===== config.mk =====
export PLATFORM = sky130hd
export DESIGN_NAME = muldiv_regbank
export DESIGN_NICKNAME = d
export VERILOG_FILES = /design/src/rtl/muldiv_pkg.sv /design/src/rtl/muldiv_operands.sv /design/src/rtl/muldiv_engine.sv /design/src/rtl/muldiv_regbank.sv
export SDC_FILE = /design/constraint.sdc
export NUM_CORES = 1
export LEC_CHECK = 0
export ABC_AREA = 1
export BUFFER_PORTS_ARGS = -buffer_cell sky130_fd_sc_hd__buf_4
export CORE_ASPECT_RATIO = 0.7
export CORE_MARGIN = 4
export CORE_UTILIZATION = 59
export CTS_CLUSTER_DIAMETER = 150
export CTS_CLUSTER_SIZE = 16
export DETAILED_ROUTE_END_ITERATION = 10
export PLACE_DENSITY_LB_ADDON = 0.25
export REMOVE_ABC_BUFFERS = 1
export SYNTH_ARGS = -nofsm -noshare
export SYNTH_HDL_FRONTEND = slang
export SYNTH_SLANG_ARGS = --single-unit

===== constraint.sdc =====
create_clock -name clk -period 4.7 [get_ports clk]
set_input_delay 0.94 -clock clk [delete_from_list [all_inputs] [get_ports clk]]
set_output_delay 0.94 -clock clk [all_outputs]
set_load 0.01 [all_outputs]

===== src/rtl/muldiv_pkg.sv =====
// Package: shared constants and types for the multiply/divide register bank.
// Assumes an 8-bit register bus.
package muldiv_pkg;
    localparam int BYTE_W = 8;

    typedef enum logic {
        OP_MUL = 1'b0,
        OP_DIV = 1'b1
    } op_e;
endpackage


===== src/rtl/muldiv_operands.sv =====
// Module: operand byte store. It holds dividend/multiplicand, multiplier
// and divisor, and decodes the two start triggers. It also presents the
// value each register takes after the current write, so that the engine
// can capture a start operand in the same cycle it is written.
// Assumes at most one write per cycle and that clr is exclusive with any
// other write address.
module muldiv_operands
    import muldiv_pkg::*;
#(
    parameter int OP_W   = 16,
    parameter int ADDR_W = 4
) (
    input  logic              clk,
    input  logic              rst_n,
    input  logic              wr_en,
    input  logic [ADDR_W-1:0] wr_addr,
    input  logic [BYTE_W-1:0] wr_data,
    input  logic              clr,
    output logic [2*OP_W-1:0] dvd_q,
    output logic [OP_W-1:0]   mpr_q,
    output logic [OP_W-1:0]   dvs_q,
    output logic [2*OP_W-1:0] dvd_nx,
    output logic [OP_W-1:0]   mpr_nx,
    output logic [OP_W-1:0]   dvs_nx,
    output logic              mul_start,
    output logic              div_start
);
    localparam int OB    = OP_W / BYTE_W;
    localparam int A_DVD = 0;
    localparam int A_MPR = 2 * OB;
    localparam int A_DVS = 3 * OB;

    // Next value of each operand register after this cycle's write or clear.
    always_comb begin
        dvd_nx = dvd_q;
        mpr_nx = mpr_q;
        dvs_nx = dvs_q;
        if (clr) begin
            dvd_nx = '0;
            mpr_nx = '0;
            dvs_nx = '0;
        end else if (wr_en) begin
            for (int i = 0; i < 2 * OB; i++)
                if (wr_addr == ADDR_W'(A_DVD + i)) dvd_nx[i*BYTE_W +: BYTE_W] = wr_data;
            for (int i = 0; i < OB; i++) begin
                if (wr_addr == ADDR_W'(A_MPR + i)) mpr_nx[i*BYTE_W +: BYTE_W] = wr_data;
                if (wr_addr == ADDR_W'(A_DVS + i)) dvs_nx[i*BYTE_W +: BYTE_W] = wr_data;
            end
        end
    end

    // Operand registers follow their next values; reset clears them.
    always_ff @(posedge clk) begin
        if (!rst_n) begin
            dvd_q <= '0;
            mpr_q <= '0;
            dvs_q <= '0;
        end else begin
            dvd_q <= dvd_nx;
            mpr_q <= mpr_nx;
            dvs_q <= dvs_nx;
        end
    end

    // Start triggers: a write to the top byte of the multiplier or divisor.
    assign mul_start = wr_en && (wr_addr == ADDR_W'(A_MPR + OB - 1));
    assign div_start = wr_en && (wr_addr == ADDR_W'(A_DVS + OB - 1));
endmodule


===== src/rtl/muldiv_engine.sv =====
// Module: iterative arithmetic engine. It does shift-add multiply
// (OP_W steps) and restoring division (2*OP_W steps), one bit per clock.
// It captures operands on a start pulse, and a start while busy reloads.
// done is high in the cycle whose edge finishes the operation; res_nx and
// rem_nx hold the final values in that cycle.
// Assumes mul_start and div_start are never high together.
module muldiv_engine
    import muldiv_pkg::*;
#(
    parameter int OP_W = 16
) (
    input  logic              clk,
    input  logic              rst_n,
    input  logic              clr,
    input  logic              mul_start,
    input  logic              div_start,
    input  logic [OP_W-1:0]   mcand,
    input  logic [OP_W-1:0]   mplier,
    input  logic [2*OP_W-1:0] dividend,
    input  logic [OP_W-1:0]   divisor,
    output logic              busy,
    output logic              done,
    output logic              rem_load,
    output logic [2*OP_W-1:0] res_nx,
    output logic [OP_W-1:0]   rem_nx
);
    localparam int DVD_W = 2 * OP_W;
    localparam int CNT_W = $clog2(DVD_W);

    op_e              op_q;
    logic [CNT_W-1:0] cnt_q;
    logic [DVD_W-1:0] acc_q;
    logic [OP_W-1:0]  rem_q;
    logic [OP_W-1:0]  opnd_q;
    logic [OP_W:0]    hi_sum;
    logic [OP_W:0]    trial;
    logic [OP_W:0]    diff;
    logic             ge;
    logic [CNT_W-1:0] last_cnt;

    // One iteration step for the current operation.
    always_comb begin
        hi_sum = {1'b0, acc_q[DVD_W-1:OP_W]} + (acc_q[0] ? {1'b0, opnd_q} : '0);
        trial  = {rem_q, acc_q[DVD_W-1]};
        ge     = trial >= {1'b0, opnd_q};
        diff   = trial - {1'b0, opnd_q};
        if (op_q == OP_MUL) begin
            res_nx = {hi_sum, acc_q[OP_W-1:1]};
            rem_nx = rem_q;
        end else begin
            res_nx = {acc_q[DVD_W-2:0], ge};
            rem_nx = ge ? diff[OP_W-1:0] : trial[OP_W-1:0];
        end
    end

    assign last_cnt = (op_q == OP_MUL) ? CNT_W'(OP_W - 1) : CNT_W'(DVD_W - 1);
    assign busy     = (cnt_q != '0) || busy_q;
    assign done     = busy_q && (cnt_q == last_cnt) && !mul_start && !div_start && !clr;
    assign rem_load = done && (op_q == OP_DIV);

    logic busy_q;

    // Sequencer: load on start, step while busy, stop on done or clear.
    always_ff @(posedge clk) begin
        if (!rst_n || clr) begin
            busy_q <= 1'b0;
            op_q   <= OP_MUL;
            cnt_q  <= '0;
            acc_q  <= '0;
            rem_q  <= '0;
            opnd_q <= '0;
        end else if (mul_start) begin
            busy_q <= 1'b1;
            op_q   <= OP_MUL;
            cnt_q  <= '0;
            acc_q  <= {{OP_W{1'b0}}, mplier};
            rem_q  <= '0;
            opnd_q <= mcand;
        end else if (div_start) begin
            busy_q <= 1'b1;
            op_q   <= OP_DIV;
            cnt_q  <= '0;
            acc_q  <= dividend;
            rem_q  <= '0;
            opnd_q <= divisor;
        end else if (busy_q) begin
            acc_q <= res_nx;
            rem_q <= rem_nx;
            if (cnt_q == last_cnt) begin
                busy_q <= 1'b0;
                cnt_q  <= '0;
            end else begin
                cnt_q <= cnt_q + 1'b1;
            end
        end
    end
endmodule


===== src/rtl/muldiv_regbank.sv =====
// Module: top of the multiply/divide register bank. It holds the result
// registers, decodes the clear address and drives the combinational read
// mux. Address map derives from OP_W: operands, results, clear, status.
// Assumes a single-port byte write and an independent read address.
module muldiv_regbank
    import muldiv_pkg::*;
#(
    parameter int OP_W   = 16,
    parameter int ADDR_W = 4
) (
    input  logic              clk,
    input  logic              rst_n,
    input  logic              wr_en,
    input  logic [ADDR_W-1:0] wr_addr,
    input  logic [BYTE_W-1:0] wr_data,
    input  logic [ADDR_W-1:0] rd_addr,
    output logic [BYTE_W-1:0] rd_data
);
    localparam int OB     = OP_W / BYTE_W;
    localparam int DVD_W  = 2 * OP_W;
    localparam int A_DVD  = 0;
    localparam int A_MPR  = 2 * OB;
    localparam int A_DVS  = 3 * OB;
    localparam int A_RES  = 4 * OB;
    localparam int A_REM  = 6 * OB;
    localparam int A_CLR  = 7 * OB;
    localparam int A_STAT = 7 * OB + 1;

    logic              clr;
    logic [DVD_W-1:0]  dvd_q, dvd_nx;
    logic [OP_W-1:0]   mpr_q, mpr_nx, dvs_q, dvs_nx;
    logic              mul_start, div_start;
    logic              eng_busy, eng_done, eng_rem_load;
    logic [DVD_W-1:0]  eng_res;
    logic [OP_W-1:0]   eng_rem;
    logic [DVD_W-1:0]  res_q;
    logic [OP_W-1:0]   rem_res_q;

    assign clr = wr_en && (wr_addr == ADDR_W'(A_CLR));

    muldiv_operands #(.OP_W(OP_W), .ADDR_W(ADDR_W)) u_opnd (
        .clk       (clk),
        .rst_n     (rst_n),
        .wr_en     (wr_en),
        .wr_addr   (wr_addr),
        .wr_data   (wr_data),
        .clr       (clr),
        .dvd_q     (dvd_q),
        .mpr_q     (mpr_q),
        .dvs_q     (dvs_q),
        .dvd_nx    (dvd_nx),
        .mpr_nx    (mpr_nx),
        .dvs_nx    (dvs_nx),
        .mul_start (mul_start),
        .div_start (div_start)
    );

    muldiv_engine #(.OP_W(OP_W)) u_eng (
        .clk       (clk),
        .rst_n     (rst_n),
        .clr       (clr),
        .mul_start (mul_start),
        .div_start (div_start),
        .mcand     (dvd_nx[OP_W-1:0]),
        .mplier    (mpr_nx),
        .dividend  (dvd_nx),
        .divisor   (dvs_nx),
        .busy      (eng_busy),
        .done      (eng_done),
        .rem_load  (eng_rem_load),
        .res_nx    (eng_res),
        .rem_nx    (eng_rem)
    );

    // Result registers: load only on completion; clear and reset zero them.
    always_ff @(posedge clk) begin
        if (!rst_n || clr) begin
            res_q     <= '0;
            rem_res_q <= '0;
        end else if (eng_done) begin
            res_q <= eng_res;
            if (eng_rem_load) rem_res_q <= eng_rem;
        end
    end

    // Read mux: byte select over operands, results and status.
    always_comb begin
        rd_data = '0;
        for (int i = 0; i < 2 * OB; i++) begin
            if (rd_addr == ADDR_W'(A_DVD + i)) rd_data = dvd_q[i*BYTE_W +: BYTE_W];
            if (rd_addr == ADDR_W'(A_RES + i)) rd_data = res_q[i*BYTE_W +: BYTE_W];
        end
        for (int i = 0; i < OB; i++) begin
            if (rd_addr == ADDR_W'(A_MPR + i)) rd_data = mpr_q[i*BYTE_W +: BYTE_W];
            if (rd_addr == ADDR_W'(A_DVS + i)) rd_data = dvs_q[i*BYTE_W +: BYTE_W];
            if (rd_addr == ADDR_W'(A_REM + i)) rd_data = rem_res_q[i*BYTE_W +: BYTE_W];
        end
        if (rd_addr == ADDR_W'(A_STAT)) rd_data = {eng_busy, {(BYTE_W-1){1'b0}}};
    end
endmodule


[After elaboration in Yosys (flattened, before gate mapping)]
Cells that the tools add are included.
Operators by class
  div/mod/pow operators: 0
  add/sub/neg operators: 3
  mux-type cells: 44
  multiply operators: 0
  magnitude comparators: 1
  reduce and logical (&&, ||, !) cells: 23
  equality and inequality tests: 23
  bitwise logic cells: 0
  shift operators: 0
Operators with widths (count)
  2-to-1 mux 8 bit: 23
  2-to-1 mux 16 bit: 10
  2-to-1 mux 32 bit: 5
  equality test 4 x 3 -> 1 bit, second input constant: 8
  equality test 4 bit, second input constant: 8
  adder 16 x 17 -> 17 bit: 1
  >= comparator 17 x 16 -> 1 bit: 1
  equality test 4 x 2 -> 1 bit, second input constant: 4
  subtractor 16 bit: 1
  2-to-1 mux 5 bit: 2
  equality test 4 x 1 -> 1 bit, second input constant: 2
  logical AND 1 bit: 8
  zero test 4 bit: 2
  adder 5 x 1 -> 5 bit, second input constant: 1
  equality test 5 bit: 1
  nonzero test 5 bit: 1
  zero test 1 bit: 4
  2-to-1 mux 1 bit: 4
  nonzero test 2 bit: 2
  nonzero test 3 bit: 1
  OR reduction 3 bit: 1
  logical OR 1 bit: 2
  AND reduction 2 bit: 1
  OR reduction 2 bit: 1
Storage, ports and cells
  memories: 0
  logic and storage cells: 106
  register bits: 183
  input bits: 19
  latch bits: 0
  RAM bits: 0
  output and inout bits: 8
  ROM bits: 0

[Depth between registers and ports, before layout]
  word-level depth: 16
  depth in mapped cells: 18
  mapped depth without buffers: 18

[Cells and area by module]
A second synthesis with hierarchy kept.
Second synthesis, totals
  cell total of the unflattened synthesis: 1947
  area, all modules: 12136.6 um^2
Modules (own cells, without submodules)
  muldiv_engine: cells an instance 981, area an instance 6087.1 um^2, times used 1
  muldiv_operands: cells an instance 487, area an instance 3115.5 um^2, times used 1
  muldiv_regbank: cells an instance 479, area an instance 2934.1 um^2, times used 1

[Worst setup path before layout]
OpenSTA, ideal clock, no wires.
  path type: input to output
  start: input port rd_addr[3]
  end: output port rd_data[4]
  setup slack: 1.679 ns
  data required time: 3.760 ns
  stages: 10
  arrival: 2.081 ns
  cell sequence: nor2_1 buf_2 nand2_1 or2_2 nand2_1 nand4_1 nor2_1 nand3_1 nand2_1 inv_1
On the way
  longest elaborated chain between the ends: 16
  elaborated cells on any way between the ends: 30
  those cells by class: eq/ne (14); mux (15); reduce/logical (1)
RTL lines
  start, declared: RTL line muldiv_regbank.sv:16  | input logic [ADDR_W-1:0] rd_addr,
  zero test 4 bit: RTL line muldiv_regbank.sv:90  | if (rd_addr == ADDR_W'(A_DVD + i)) rd_data = dvd_q[i*BYTE_W +: BYTE_W];
  2-to-1 mux 8 bit: RTL line muldiv_regbank.sv:90
  2-to-1 mux 8 bit: RTL line muldiv_regbank.sv:91  | if (rd_addr == ADDR_W'(A_RES + i)) rd_data = res_q[i*BYTE_W +: BYTE_W];
  2-to-1 mux 8 bit: RTL line muldiv_regbank.sv:90
  2-to-1 mux 8 bit: RTL line muldiv_regbank.sv:91
  2-to-1 mux 8 bit: RTL line muldiv_regbank.sv:90
  2-to-1 mux 8 bit: RTL line muldiv_regbank.sv:91
  2-to-1 mux 8 bit: RTL line muldiv_regbank.sv:90
  2-to-1 mux 8 bit: RTL line muldiv_regbank.sv:91
  2-to-1 mux 8 bit: RTL line muldiv_regbank.sv:94  | if (rd_addr == ADDR_W'(A_MPR + i)) rd_data = mpr_q[i*BYTE_W +: BYTE_W];
  2-to-1 mux 8 bit: RTL line muldiv_regbank.sv:95  | if (rd_addr == ADDR_W'(A_DVS + i)) rd_data = dvs_q[i*BYTE_W +: BYTE_W];
  2-to-1 mux 8 bit: RTL line muldiv_regbank.sv:96  | if (rd_addr == ADDR_W'(A_REM + i)) rd_data = rem_res_q[i*BYTE_W +: BYTE_W];
  2-to-1 mux 8 bit: RTL line muldiv_regbank.sv:94
  2-to-1 mux 8 bit: RTL line muldiv_regbank.sv:95
  2-to-1 mux 8 bit: RTL line muldiv_regbank.sv:96
  2-to-1 mux 8 bit *: RTL line muldiv_regbank.sv:98  | if (rd_addr == ADDR_W'(A_STAT)) rd_data = {eng_busy, {(BYTE_W-1){1'b0}}};
  end, declared: RTL line muldiv_regbank.sv:17  | output logic [BYTE_W-1:0] rd_data
Mark *: on every way between the ends. The rest lies on a longest branch, timed or not.

[Worst setup path after layout]
Ends and elaborated chain as after synthesis.

==> flow_metrics.tcl <==
set metrics [dict create \
    nNetsFinal 1759 \
    cts_tree "done" \
    drive_gt1_share_pct 6.41 \
    clkLatencyLatePin_ns 0.45 \
    path_clk_slew_ns 0.08 \
    drtPass1Iterations 6 \
    ys_seq_area_share_pct 33.9 \
    start_util_pct 60.1 \
    via_count 11708 \
    period_minus_slack_ns 3.99 \
    synth_xor_xnor_area_share_pct 0.810 \
    wire_per_inst_um 19.2 \
    worstSetupPathType "input pin to output port" \
    synth_simple_gate_area_share_pct 31.9 \
    synth_cell_types 40 \
    worst_slew_pin_slew_ns 0.955 \
    grt_max_degree 45 \
    drc_errors 0 \
    ios 27 \
    synth_area_um2 10800 \
    fmax_mhz 251 \
    htreeDepth 4 \
    wl_mm 37.4 \
    status "complete, no violations" \
    finalHoldViolCount 0 \
    cap_violations 0 \
    final_max_slew_viol_count 0 \
    grt.overflow.total 0 \
    slew_headroom_pct 36.0 \
    grt_pass1_vias 10055 \
    path_max_fanout 12 \
    post-route-period-util_pct 84.8 \
    ant_nets 0 \
    cts-resized-gates 0 \
    synth_seq_cells 183 \
    rows 41 \
    grt_pass1_wl_mm 57.7 \
    portBuffers 26 \
    cts-root-buf "clkbuf_16" \
    vdd_drop_max_uv 243 \
    cts_sinks 183 \
    antenna_cells 0 \
    cp.required_ns 3.76 \
    antenna_found_initial 0 \
    place_hpwl_mm 28.0 \
    skew_ns 0.0126 \
    synth-adder-area-share_pct 4.30 \
    min_path_type "flip-flop to flip-flop" \
    yosys-mux-area-fraction_pct 0 \
    synth_compound_area_share_pct 19.2 \
    die_area_um2 20600 \
    dieWidth_um 170 \
    die_h_um 121 \
    postSynthCellCount 1721 \
    dpl.cell_count 1921 \
    grtUsageTotal_pct 36.2 \
    final_common_cell "nand2_1" \
    post_cts_buffers 0 \
    rsz0062_at_grt "false" \
    mostFrequentLayoutCells "nand2_1, nor2_1, inv_1" \
    powerDensity_nw_per_um2 304 \
    fin_tns_setup_ns 0 \
    viasPerCell 5.99 \
    synth_top_family_by_area "simple AND/OR/NAND/NOR gates" \
    setup-violations-final 0 \
    clockBufferDepth 2 \
    ys_warn_count 0 \
    cts_buffers 17 \
    start_kind "input pin" \
    holdBufCountCts 0 \
    drt-initial-drc-count 1847 \
    avgSynthCellArea_um2 6.28 \
    area_delta_synth_final_pct 8.30 \
    p_leak_uw 0.00528 \
    stdcell_count 1953 \
    cp-end-kind "output port" \
    place_congestion 1.03 \
    worstPathArrival_ns 3.05 \
    core_area_um2 18000 \
]
-- power breakdown --
| group | leakage [uW] | switching [uW] | internal [uW] | total, uW |
|---|---|---|---|---|
| registers | 0.00148 | 22.8 | 1580 | 1600 |
| logic | 0.00351 | 308 | 129 | 437 |
| clock network | 0.000294 | 716 | 810 | 1530 |
| total | 0.00528 | 1050 | 2520 | 3560 |
-- synthesized netlist by cell type, drive strengths merged --
cell type,instances,area share [%]
nor3,19,1.2
nor2,258,9.1
xnor2,2,0.16
nand2,398,14
fa,2,0.37
o21ai,165,7.6
inv,191,6.6
clkbuf,40,1.4
o21a,9,0.62
and2,1,0.058
nor4,9,0.52
o211ai,12,0.83
a2111oi,1,0.081
dfxtp,183,34
clkinv,3,0.10
a21o,2,0.14
ha,34,3.9
o22ai,8,0.46
a31oi,12,0.69
xor2,8,0.65
a211o,1,0.081
buf,39,1.8
nand3b,3,0.21
o21bai,2,0.14
a21oi,168,7.8
nand4,23,1.3
or2,15,0.87
nand3,103,4.8
a211oi,10,0.69
-- worst paths after layout --
path                                        from          endpoint  slack, ns  cells past startpoint
worst max register to register    u_eng.acc_q[0]   u_eng.acc_q[27]       1.69                     15
worst max-delay path                  rd_addr[3]        rd_data[4]       0.71                     11
worst min register to register  u_opnd.mpr_q[14]  u_opnd.mpr_q[14]       0.47                      2
worst min-delay path            u_opnd.mpr_q[14]  u_opnd.mpr_q[14]       0.47                      2
-- through the flow --
step | power, uW | util (%) | hold WS (ns) | worst slack (ns) | cell area, um^2
CTS | 3540 | 65.0 | 0.467 | 0.740 | 11700
detailed placement | 2050 | 61.6 | 0.456 | 0.752 | 11100
floorplan | 1900 | - | 0.432 | 0.156 | 10500
global route | 3680 | 65.0 | 0.490 | 0.566 | 11700
global placement | 2050 | 61.6 | 0.449 | 0.694 | 11100
finish | 3560 | 65.0 | 0.465 | 0.713 | 11700
-- final cells by class --
cell class                 instances  area, um^2
fill                            1697        6290
multi-input combinational       1265        6090
sequential                       183        3660
inverter                         194         728
clock buffer                      17         425
timing repair buffer              43         323
tap                              236         295
clock inverter                    15         186
-- critical path: stages --
cell,delay (ns)
buf_4,0.13
nor2_1,0.60
nand2_1,0.36
or2_2,0.35
nand2_1,0.07
nand4_1,0.15
nor2_1,0.13
nand3_1,0.08
nand2_1,0.06
inv_1,0.04
buf_4,0.13
-- sequential cells by signal, indices dropped and copies added (netlist names) --
register,count
u_opnd.dvs_q,16
u_eng.cnt_q,5
u_eng.busy_q,1
u_opnd.dvd_q,32
u_eng.acc_q,32
u_eng.opnd_q,16
rem_res_q,16
u_eng.rem_q,16
u_opnd.mpr_q,16
u_eng.op_q,1
res_q,32
-- kinds of logic after synthesis --
kind of cell,count (synthesis)
DFF,183
buffers and inverters,273
AOI/OAI and AO/OA,390
adders and majority gates,36
xor gates and xnor gates,10
and+or+nand+nor,829
-- layer usage --
| layer | up-vias | share of wire (%) | global-route usage [%] |
|---|---|---|---|
| li1 | 5581 | - | - |
| met1 | 5328 | 45 | 55.5 |
| met2 | 704 | 39 | 48.8 |
| met3 | 95 | 13 | 9.83 |
| met4 | 0 | 2.8 | 10.5 |
| met5 | - | 0 | 0 |
Note: power is estimated with default switching activity, not from simulation.
